==> config.mk <==
export PLATFORM = sky130hd
export DESIGN_NAME = tan_coil_mapper
export DESIGN_NICKNAME = d
export VERILOG_FILES = /design/src/rtl/tcm_pkg.sv /design/src/rtl/tcm_octant_decode.sv /design/src/rtl/tcm_ramp_gen.sv /design/src/rtl/tcm_drive_reg.sv /design/src/rtl/tan_coil_mapper.sv
export SDC_FILE = /design/constraint.sdc
export NUM_CORES = 1
export LEC_CHECK = 0
export ABC_AREA = 0
export BUFFER_PORTS_ARGS = -buffer_cell sky130_fd_sc_hd__buf_2
export CORE_MARGIN = 2
export CORE_UTILIZATION = 40
export CTS_BUF_LIST = sky130_fd_sc_hd__clkbuf_2 sky130_fd_sc_hd__clkbuf_4 sky130_fd_sc_hd__clkbuf_8
export DETAILED_ROUTE_END_ITERATION = 8
export HOLD_SLACK_MARGIN = 0.06
export MAX_ROUTING_LAYER = met4
export PLACE_DENSITY = 0.67
export SYNTH_ARGS = -nofsm -noshare
export SYNTH_HDL_FRONTEND = slang
export SYNTH_SLANG_ARGS = --single-unit
==> constraint.sdc <==
create_clock -name clk -period 1.1 [get_ports clk]
set_clock_uncertainty 0.05 [all_clocks]
set_input_delay 0.11 -clock clk [delete_from_list [all_inputs] [get_ports clk]]
set_output_delay 0.11 -clock clk [all_outputs]
set_load 0.01 [all_outputs]
==> src/rtl/tcm_pkg.sv <==
package tcm_pkg;
  localparam int CODE_W = 10;
  localparam int OCT_W  = 3;
  localparam int STEP_W = CODE_W - OCT_W;
  localparam int MAG_W  = STEP_W + 2;

  typedef struct packed {
    logic sin_ramps;
    logic ramp_up;
    logic sin_neg;
    logic cos_neg;
  } oct_ctl_t;

  typedef struct packed {
    logic             neg;
    logic [MAG_W-1:0] mag;
  } coil_drv_t;
endpackage

==> src/rtl/tcm_octant_decode.sv <==
module tcm_octant_decode
  import tcm_pkg::*;
#(
  parameter int OW = OCT_W
) (
  input  logic [OW-1:0] octant,
  output oct_ctl_t      ctl
);
  always_comb begin
    ctl.sin_ramps = (octant[0] == octant[1]);
    ctl.ramp_up   = ~octant[0];
    ctl.sin_neg   = octant[2];
    ctl.cos_neg   = octant[2] ^ octant[1];
  end
endmodule

==> src/rtl/tcm_ramp_gen.sv <==
module tcm_ramp_gen #(
  parameter int SW = 7,
  localparam int MW = SW + 2
) (
  input  logic [SW-1:0] step,
  input  logic          rising,
  output logic [MW-1:0] ramp_mag,
  output logic [MW-1:0] full_mag
);
  logic [SW:0] up_v, dn_v;
  always_comb begin
    up_v     = {step, 1'b1};
    dn_v     = ~{step, 1'b0};
    ramp_mag = {1'b0, (rising ? up_v : dn_v)};
    full_mag = MW'(1) << (SW + 1);
  end
endmodule

==> src/rtl/tcm_drive_reg.sv <==
module tcm_drive_reg
  import tcm_pkg::*;
#(
  parameter int MW = MAG_W
) (
  input  logic   clk,
  input  logic   rst_n,
  input  logic   load,
  input  logic   nxt_sin_neg,
  input  logic [MW-1:0] nxt_sin_mag,
  input  logic   nxt_cos_neg,
  input  logic [MW-1:0] nxt_cos_mag,
  output logic   vld,
  output logic   sin_neg,
  output logic [MW-1:0] sin_mag,
  output logic   cos_neg,
  output logic [MW-1:0] cos_mag
);
  localparam logic [MW-1:0] FULL = MW'(1) << (MW - 1);

  always_ff @(posedge clk or negedge rst_n) begin
    if (!rst_n) begin
      vld     <= 1'b0;
      sin_neg <= 1'b0;
      sin_mag <= MW'(1);
      cos_neg <= 1'b0;
      cos_mag <= FULL;
    end else begin
      vld <= load;
      if (load) begin
        sin_neg <= nxt_sin_neg;
        sin_mag <= nxt_sin_mag;
        cos_neg <= nxt_cos_neg;
        cos_mag <= nxt_cos_mag;
      end
    end
  end
endmodule

==> src/rtl/tan_coil_mapper.sv <==
module tan_coil_mapper
  import tcm_pkg::*;
#(
  parameter int CW = CODE_W,
  parameter int OW = OCT_W,
  localparam int SW = CW - OW,
  localparam int MW = SW + 2
) (
  input  logic          clk,
  input  logic          rst_n,
  input  logic          in_valid,
  output logic          in_ready,
  input  logic [CW-1:0] in_code,
  output logic          out_valid,
  output logic          sin_neg,
  output logic [MW-1:0] sin_mag,
  output logic          cos_neg,
  output logic [MW-1:0] cos_mag
);
  oct_ctl_t      ctl;
  logic [MW-1:0] ramp_mag, full_mag;
  logic [MW-1:0] nxt_sin, nxt_cos;

  assign in_ready = 1'b1;

  tcm_octant_decode #(.OW(OW)) u_dec (
    .octant (in_code[CW-1 -: OW]),
    .ctl    (ctl)
  );

  tcm_ramp_gen #(.SW(SW)) u_ramp (
    .step     (in_code[SW-1:0]),
    .rising   (ctl.ramp_up),
    .ramp_mag (ramp_mag),
    .full_mag (full_mag)
  );

  always_comb begin
    nxt_sin = ctl.sin_ramps ? ramp_mag : full_mag;
    nxt_cos = ctl.sin_ramps ? full_mag : ramp_mag;
  end

  tcm_drive_reg #(.MW(MW)) u_reg (
    .clk         (clk),
    .rst_n       (rst_n),
    .load        (in_valid & in_ready),
    .nxt_sin_neg (ctl.sin_neg),
    .nxt_sin_mag (nxt_sin),
    .nxt_cos_neg (ctl.cos_neg),
    .nxt_cos_mag (nxt_cos),
    .vld         (out_valid),
    .sin_neg     (sin_neg),
    .sin_mag     (sin_mag),
    .cos_neg     (cos_neg),
    .cos_mag     (cos_mag)
  );
endmodule

Word level (Yosys, flattened, before mapping)
Cells that the tools add are included.

storage, ports and cells
  register bits after elaboration = 21
  logic and storage cells = 11

operators by class
  equality and inequality tests = 1
  multiplexer cells = 3
  bitwise logic cells = 2

operators by type and width
  kind                 count
  two-way mux 9 bit    2
  two-way mux 8 bit    1
  NOT 8 bit            1
  equality test 1 bit  1
  bitwise XOR 1 bit    1

Logic depth before layout (Yosys ltp)
Gate-level depths: netlist of the first run.

  depth in word-level cells = 3
  depth in mapped cells = 4

By module
Synthesis of the first run repeated with hierarchy kept, for this count alone.

second synthesis, totals
  cells, all modules = 90
  area, all modules = 1,325.0 um2

modules (own cells, without submodules)
  module             times used  cells each  area each (um2)
  tcm_drive_reg      1           43          850.8
  tan_coil_mapper    1           22          282.8
  tcm_ramp_gen       1           21          162.7
  tcm_octant_decode  1           4           28.8

Least setup slack after synthesis of the first run
No wires, ideal clock.

  path kind = register -> register
  start = register u_reg.sin_mag[0] (netlist name)
  end = register u_reg.sin_mag[0]
  setup time = 0.061 ns
  arrival time = 0.755 ns
  setup slack = 0.234 ns
  stages on the path, launching flop included = 3
  buffers on the path = 0
  period minus slack after synthesis = 0.866 ns
  cell sequence = dfstp_2 > nor2b_1 > a31o_1

RTL lines
  element               line                 RTL
  end signal, assigned  tcm_drive_reg.sv:32  sin_mag <= nxt_sin_mag;
  end, declared         tcm_drive_reg.sv:15  output logic [MW-1:0] sin_mag,

==> results of run 1 <==
-- flip-flops by register name, indices dropped and copies added (netlist names) --
signal / count
u_reg.cos_mag: 8
u_reg.cos_neg: 1
u_reg.sin_mag: 8
u_reg.sin_neg: 1
u_reg.vld: 1
-- cells in the final DEF, fill, tap and decap left out --
cell type,count
a31o_1,1
nand4b_1,1
buf_4,2
clkbuf_4,4
conb_1,1
dfrtp_1,18
or3b_1,1
mux2_2,1
a21oi_1,1
a31oi_1,2
dfstp_2,1
o221ai_1,13
buf_2,31
nor2b_1,1
buf_6,2
or2b_1,3
nand2b_1,22
nand3b_1,1
xnor2_1,1
or2_1,1
inv_1,1
dlygate4sd3_1,4
nor2_1,3
nand2_1,4
nand2b_2,1
-- cell type report --
type | count | area share (%)
flip-flops and latches | 19 | 40.6
multi-input cells | 58 | 33.8
repair buffers | 39 | 19.8
well taps | 28 | 2.98
clock buffers | 4 | 2.56
inverters | 1 | 0.319
-- power breakdown --
part	switching, mW	leakage [nW]	internal [mW]
registers	0.0346	0.238	0.766
logic	0.168	0.297	0.155
clock network	0.205	0.0184	0.165
total	0.407	0.553	1.09
-- kinds of logic (layout without fill, tap and decap cells) --
logic type | after synthesis | count (layout) | synth area share, %
and+or+nand+nor | 38 | 38 | 24.3
DFF | 19 | 19 | 49.9
AOI/OAI and AO/OA | 17 | 17 | 14.7
buffers and inverters | 10 | 44 | 8.64
other | 1 | 1 | 0.392
xor gates and xnor gates | 1 | 1 | 0.916
muxes | 1 | 1 | 1.18
-- worst paths after layout --
path / slack, ns / start / end
max: -0.01 / u_reg.sin_mag[0] / cos_mag[8]
min: 0.07 / in_code[4] / u_reg.cos_mag[5]
max reg2reg: 0.20 / u_reg.sin_mag[0] / u_reg.sin_mag[0]
min reg2reg: 0.45 / u_reg.cos_mag[6] / u_reg.cos_mag[6]
max in group asynchronous: 0.45 / rst_n / u_reg.sin_mag[0]
min in group asynchronous: 0.22 / rst_n / u_reg.sin_neg
-- metrics by stage --
step	std cells	total power [mW]	hold WS, ns	utilization [%]	TNS (ns)
detailed placement	141	1.12	0.0251	48.9	0
global route	149	1.60	0.0634	52.6	-0.123
CTS	149	1.50	0.0597	52.0	-0.0403
floorplan	87	1.01	-0.236	-	0
global placement	141	1.11	0.0234	48.9	0
finish	149	1.49	0.0678	52.6	-0.0226
-- repair_timing --
action / in CTS / in global routing
setup endpoints to repair: 2 / 2
resized for setup: 0 / 2
hold buffers: 4 / 0
cloned: 0 / 0
endpoints found under the hold margin: 22 / 0
-- worst reg2reg max path: stages (launching register included) --
cell and delay [ns]:
dfstp_2 0.57, nor2b_1 0.14, a31o_1 0.10
-- per-layer routing --
metal	vias to the layer above	GRT usage, %	wire length, um
met4	0	5.13	0
met1	361	21.8	903
met5	-	-	0
met2	30	24.6	812
li1	376	-	-
met3	0	3.39	126
==> impl_metrics.ini, run 1 <==
[outcome]
status = complete, but fails checks
violations = negative setup slack

[grt]
grt_pass1_vias = 743
globalRouteOverflowTotal = 0
antenna_found_initial = 0
grt_usage_pct = 16.2
grt_max_degree = 20
grt_pass1_wl_um = 3260

[synth]
synth_warnings = 0
synth_area_um2 = 956
syn-num-nets = 100
avgSynthCellArea_um2 = 11.0
synth_edf_count = 0
ys_seq_area_share_pct = 49.9
synth_top_area_share_pct = 47.1
synth_cell_types = 22
synth.cells.most_frequent = 22 x nand2b_1, 18 x dfrtp_1, 13 x o221ai_1
async_flop_share_pct = 100
synth-main-ff-cell = dfrtp_1
synth.area.top_cells = dfrtp_1 47%, nand2b_1 14%, o221ai_1 12%
netlist_instances = 87
ys_ff_latch = 19
yosysMostFrequentCell = nand2b_1
synth_top_area_cell = dfrtp_1

[critical_path]
critical_path.max_stage_delay_ns = 0.57
crit_fanout = 3
crit_cells = 1
critPathKind = flop to primary output
crit_chain = buf_6
cp.arrival_ns = 0.95
path_buf_inv = 1
crit_path_start_kind = flop
r2r_cells = 2
end_kind = primary output
cp.required_ns = 0.94
cp_slowest_cell = dfstp_2
cpLargestDelayFamily = flip-flops

[route]
dr.pass1.iters = 4
postRouteWirelength_um = 1840
drtIter0Drc = 12
drc_errors = 0
antenna_left = 0
via_count = 767
routedWlPerCell_um = 12.4
viasPerCell = 5.15

[cts]
htreeDepth = 1
cts-root-buf = clkbuf_4
clkSlewWorstSetupHoldPaths_ns = 0.11
cts_max_path_buffers = 2
post-cts-setup-buffers = 0
cts_made_buffers = 3
cts_tree = built
clkLatencyLatePin_ns = 0.28
cts_num_sinks = 19

[finish]
design_area_um2 = 1170
nFillCells = 227
layout.nets = 135
area_growth_pct = 22.9
multiInputGateArea_um2 = 397
num_antenna_cells = 0
regArea_um2 = 477
drive_gt1_share_pct = 34.7

[pwr]
irDropWorstVdd_mv = 0.544
power.density_nw_per_um2 = 1270
power_leakage_nw = 0.553

[timing]
post-route-min-period_ns = 1.11
fin_crit_sh_pct = 101
drv_slew = 0
hold_viol_final = 0
rsz0062_at_grt = yes
setup_viol = 2
fin_ws_ns = -0.0113
fmax_mhz = 900

[floorplanning]
start_util_pct = 42.8
die_x_um = 52.9
core-area_um2 = 2230
rows = 17
ios = 35
fp.dieH_um = 52.9
die_area_um2 = 2800

[placed_design]
place_hpwl_um = 1370
gp_congestion = 0.794
dp_slack_ns = 0.0805
port_buffers = 33
post_dp_cell_area_um2 = 1090

[worst_hold_path]
hp-class = input pin to flop
min_path_cells = 3

[job]
drv_cap = 0
Power figures use the tool's default switching activity.
==> run 2, diff against run 1 <==
- SETUP_SLACK_MARGIN: unset -> 0.5
==> impl_metrics.ini, run 2 (synthesis results as in run 1) <==
[outcome]
status = complete, but fails checks
violations = negative hold slack, negative setup slack

[floorplanning]
fp.dieH_um = 52.9
die_x_um = 52.9
die_area_um2 = 2800
start_util_pct = 42.8
ios = 35
core-area_um2 = 2230
rows = 17

[job]
drv_cap = 0

[route]
postRouteWirelength_um = 1950
drc_errors = 0
dr.pass1.iters = 4
drtIter0Drc = 10
antenna_left = 0
viasPerCell = 4.99
via_count = 779
routedWlPerCell_um = 12.5

[critical_path]
end_kind = primary output
crit_chain = buf_6
cp_slowest_cell = dfstp_2
r2r_start = u_reg.sin_neg
crit_fanout = 3
path_buf_inv = 1
r2r_end = u_reg.sin_neg
critical_path.max_stage_delay_ns = 0.57
r2r_cells = 2
cpLargestDelayFamily = flip-flops
crit_path_start_kind = flop
cp.arrival_ns = 0.96
critPathKind = flop to primary output
cp.required_ns = 0.94
r2r_slack_ns = 0.17

[timing]
fin_ws_ns = -0.0189
post-route-min-period_ns = 1.12
setup_viol = 2
drv_slew = 0
rsz0062_at_grt = yes
fin_crit_sh_pct = 102
fmax_mhz = 894
hold_ws_ns = -0.314
hold_viol_final = 19

[cts]
clkSlewWorstSetupHoldPaths_ns = 0.10
clkLatencyLatePin_ns = 0.29
cts_num_sinks = 19
cts_made_buffers = 3
cts-root-buf = clkbuf_4
cts_max_path_buffers = 2
htreeDepth = 1
cts_tree = built

[finish]
regArea_um2 = 477
multiInputGateArea_um2 = 531
top_regs = u_reg.cos_mag x8, u_reg.sin_mag x8
drive_gt1_share_pct = 57.8
area_growth_pct = 44.9
most-common-layout-cells = 31 x buf_2, 18 x dfrtp_1, 17 x nand2b_1
instances_no_fill = 156
layout.nets = 142
design_area_um2 = 1390
num_antenna_cells = 0
nFillCells = 203
final_common_cell = buf_2
final_util_pct = 62.0

[grt]
grt_pass1_vias = 715
grt_pass1_wl_um = 3120
globalRouteOverflowTotal = 0
grt_usage_pct = 16.0
antenna_found_initial = 0
grt_max_degree = 20

[pwr]
power_leakage_nw = 0.650
power.density_nw_per_um2 = 1170
irDropWorstVdd_mv = 0.732

[placed_design]
post_dp_cell_area_um2 = 1160
gp_congestion = 0.696
place_hpwl_um = 1420
dp.cells = 141
port_buffers = 33

[worst_hold_path]
hp-class = input pin to asynchronous set/reset pin
## run 2: metrics by stage
step | hold WS [ns] | power, mW | TNS (ns) | setup slack, ns
after floorplan | -0.236 | 1.05 | 0 | 0.234
after global placement | 0.0183 | 1.14 | 0 | 0.138
after detailed placement | 0.0247 | 1.15 | 0 | 0.123
after CTS | -0.299 | 1.58 | -0.0575 | -0.0292
after global routing | -0.307 | 1.73 | -0.126 | -0.0641
final | -0.314 | 1.62 | -0.0374 | -0.0189
## run 2: worst max path at each step
stage	from	to	slack [ns]	depth (start not counted)
finish	u_reg.sin_mag[0]	cos_mag[8]	-0.02	1
global route	u_reg.sin_mag[0]	cos_mag[8]	-0.06	1
CTS	u_reg.sin_mag[0]	sin_mag[0]	-0.03	1
detailed placement	in_code[7]	u_reg.sin_mag[0]	0.12	3
global placement	in_valid	u_reg.cos_mag[6]	0.14	4
floorplan	u_reg.sin_mag[0]	u_reg.sin_mag[0]	0.23	2
## run 2: area by class of cell
type	count	share of cell area (%)
repair buffers	46	22.3
clock buffers	4	2.17
inverters	1	0.271
multi-input cells	58	38.3
well taps	28	2.53
flip-flops and latches	19	34.4
## run 2: power by group
part,internal (mW),switching (mW),leakage [nW]
registers,0.767,0.0382,0.238
clock network,0.165,0.194,0.0184
logic,0.243,0.217,0.394
total,1.17,0.448,0.650
## run 2: what timing repair did
item                                    CTS  global route
buffers inserted                          8             3
endpoints found under the hold margin    20            20
resized for setup                         9            15
pin swaps                                 0             1
endpoints found under the setup margin   39            39
## run 2: routing by layer
metal	vias to the layer above	track usage [%]	part of all wire, %
li1	386	-	-
met1	369	19.2	45
met2	20	26.0	48
met3	4	2.82	4.7
met4	0	7.69	1.6
met5	-	-	0
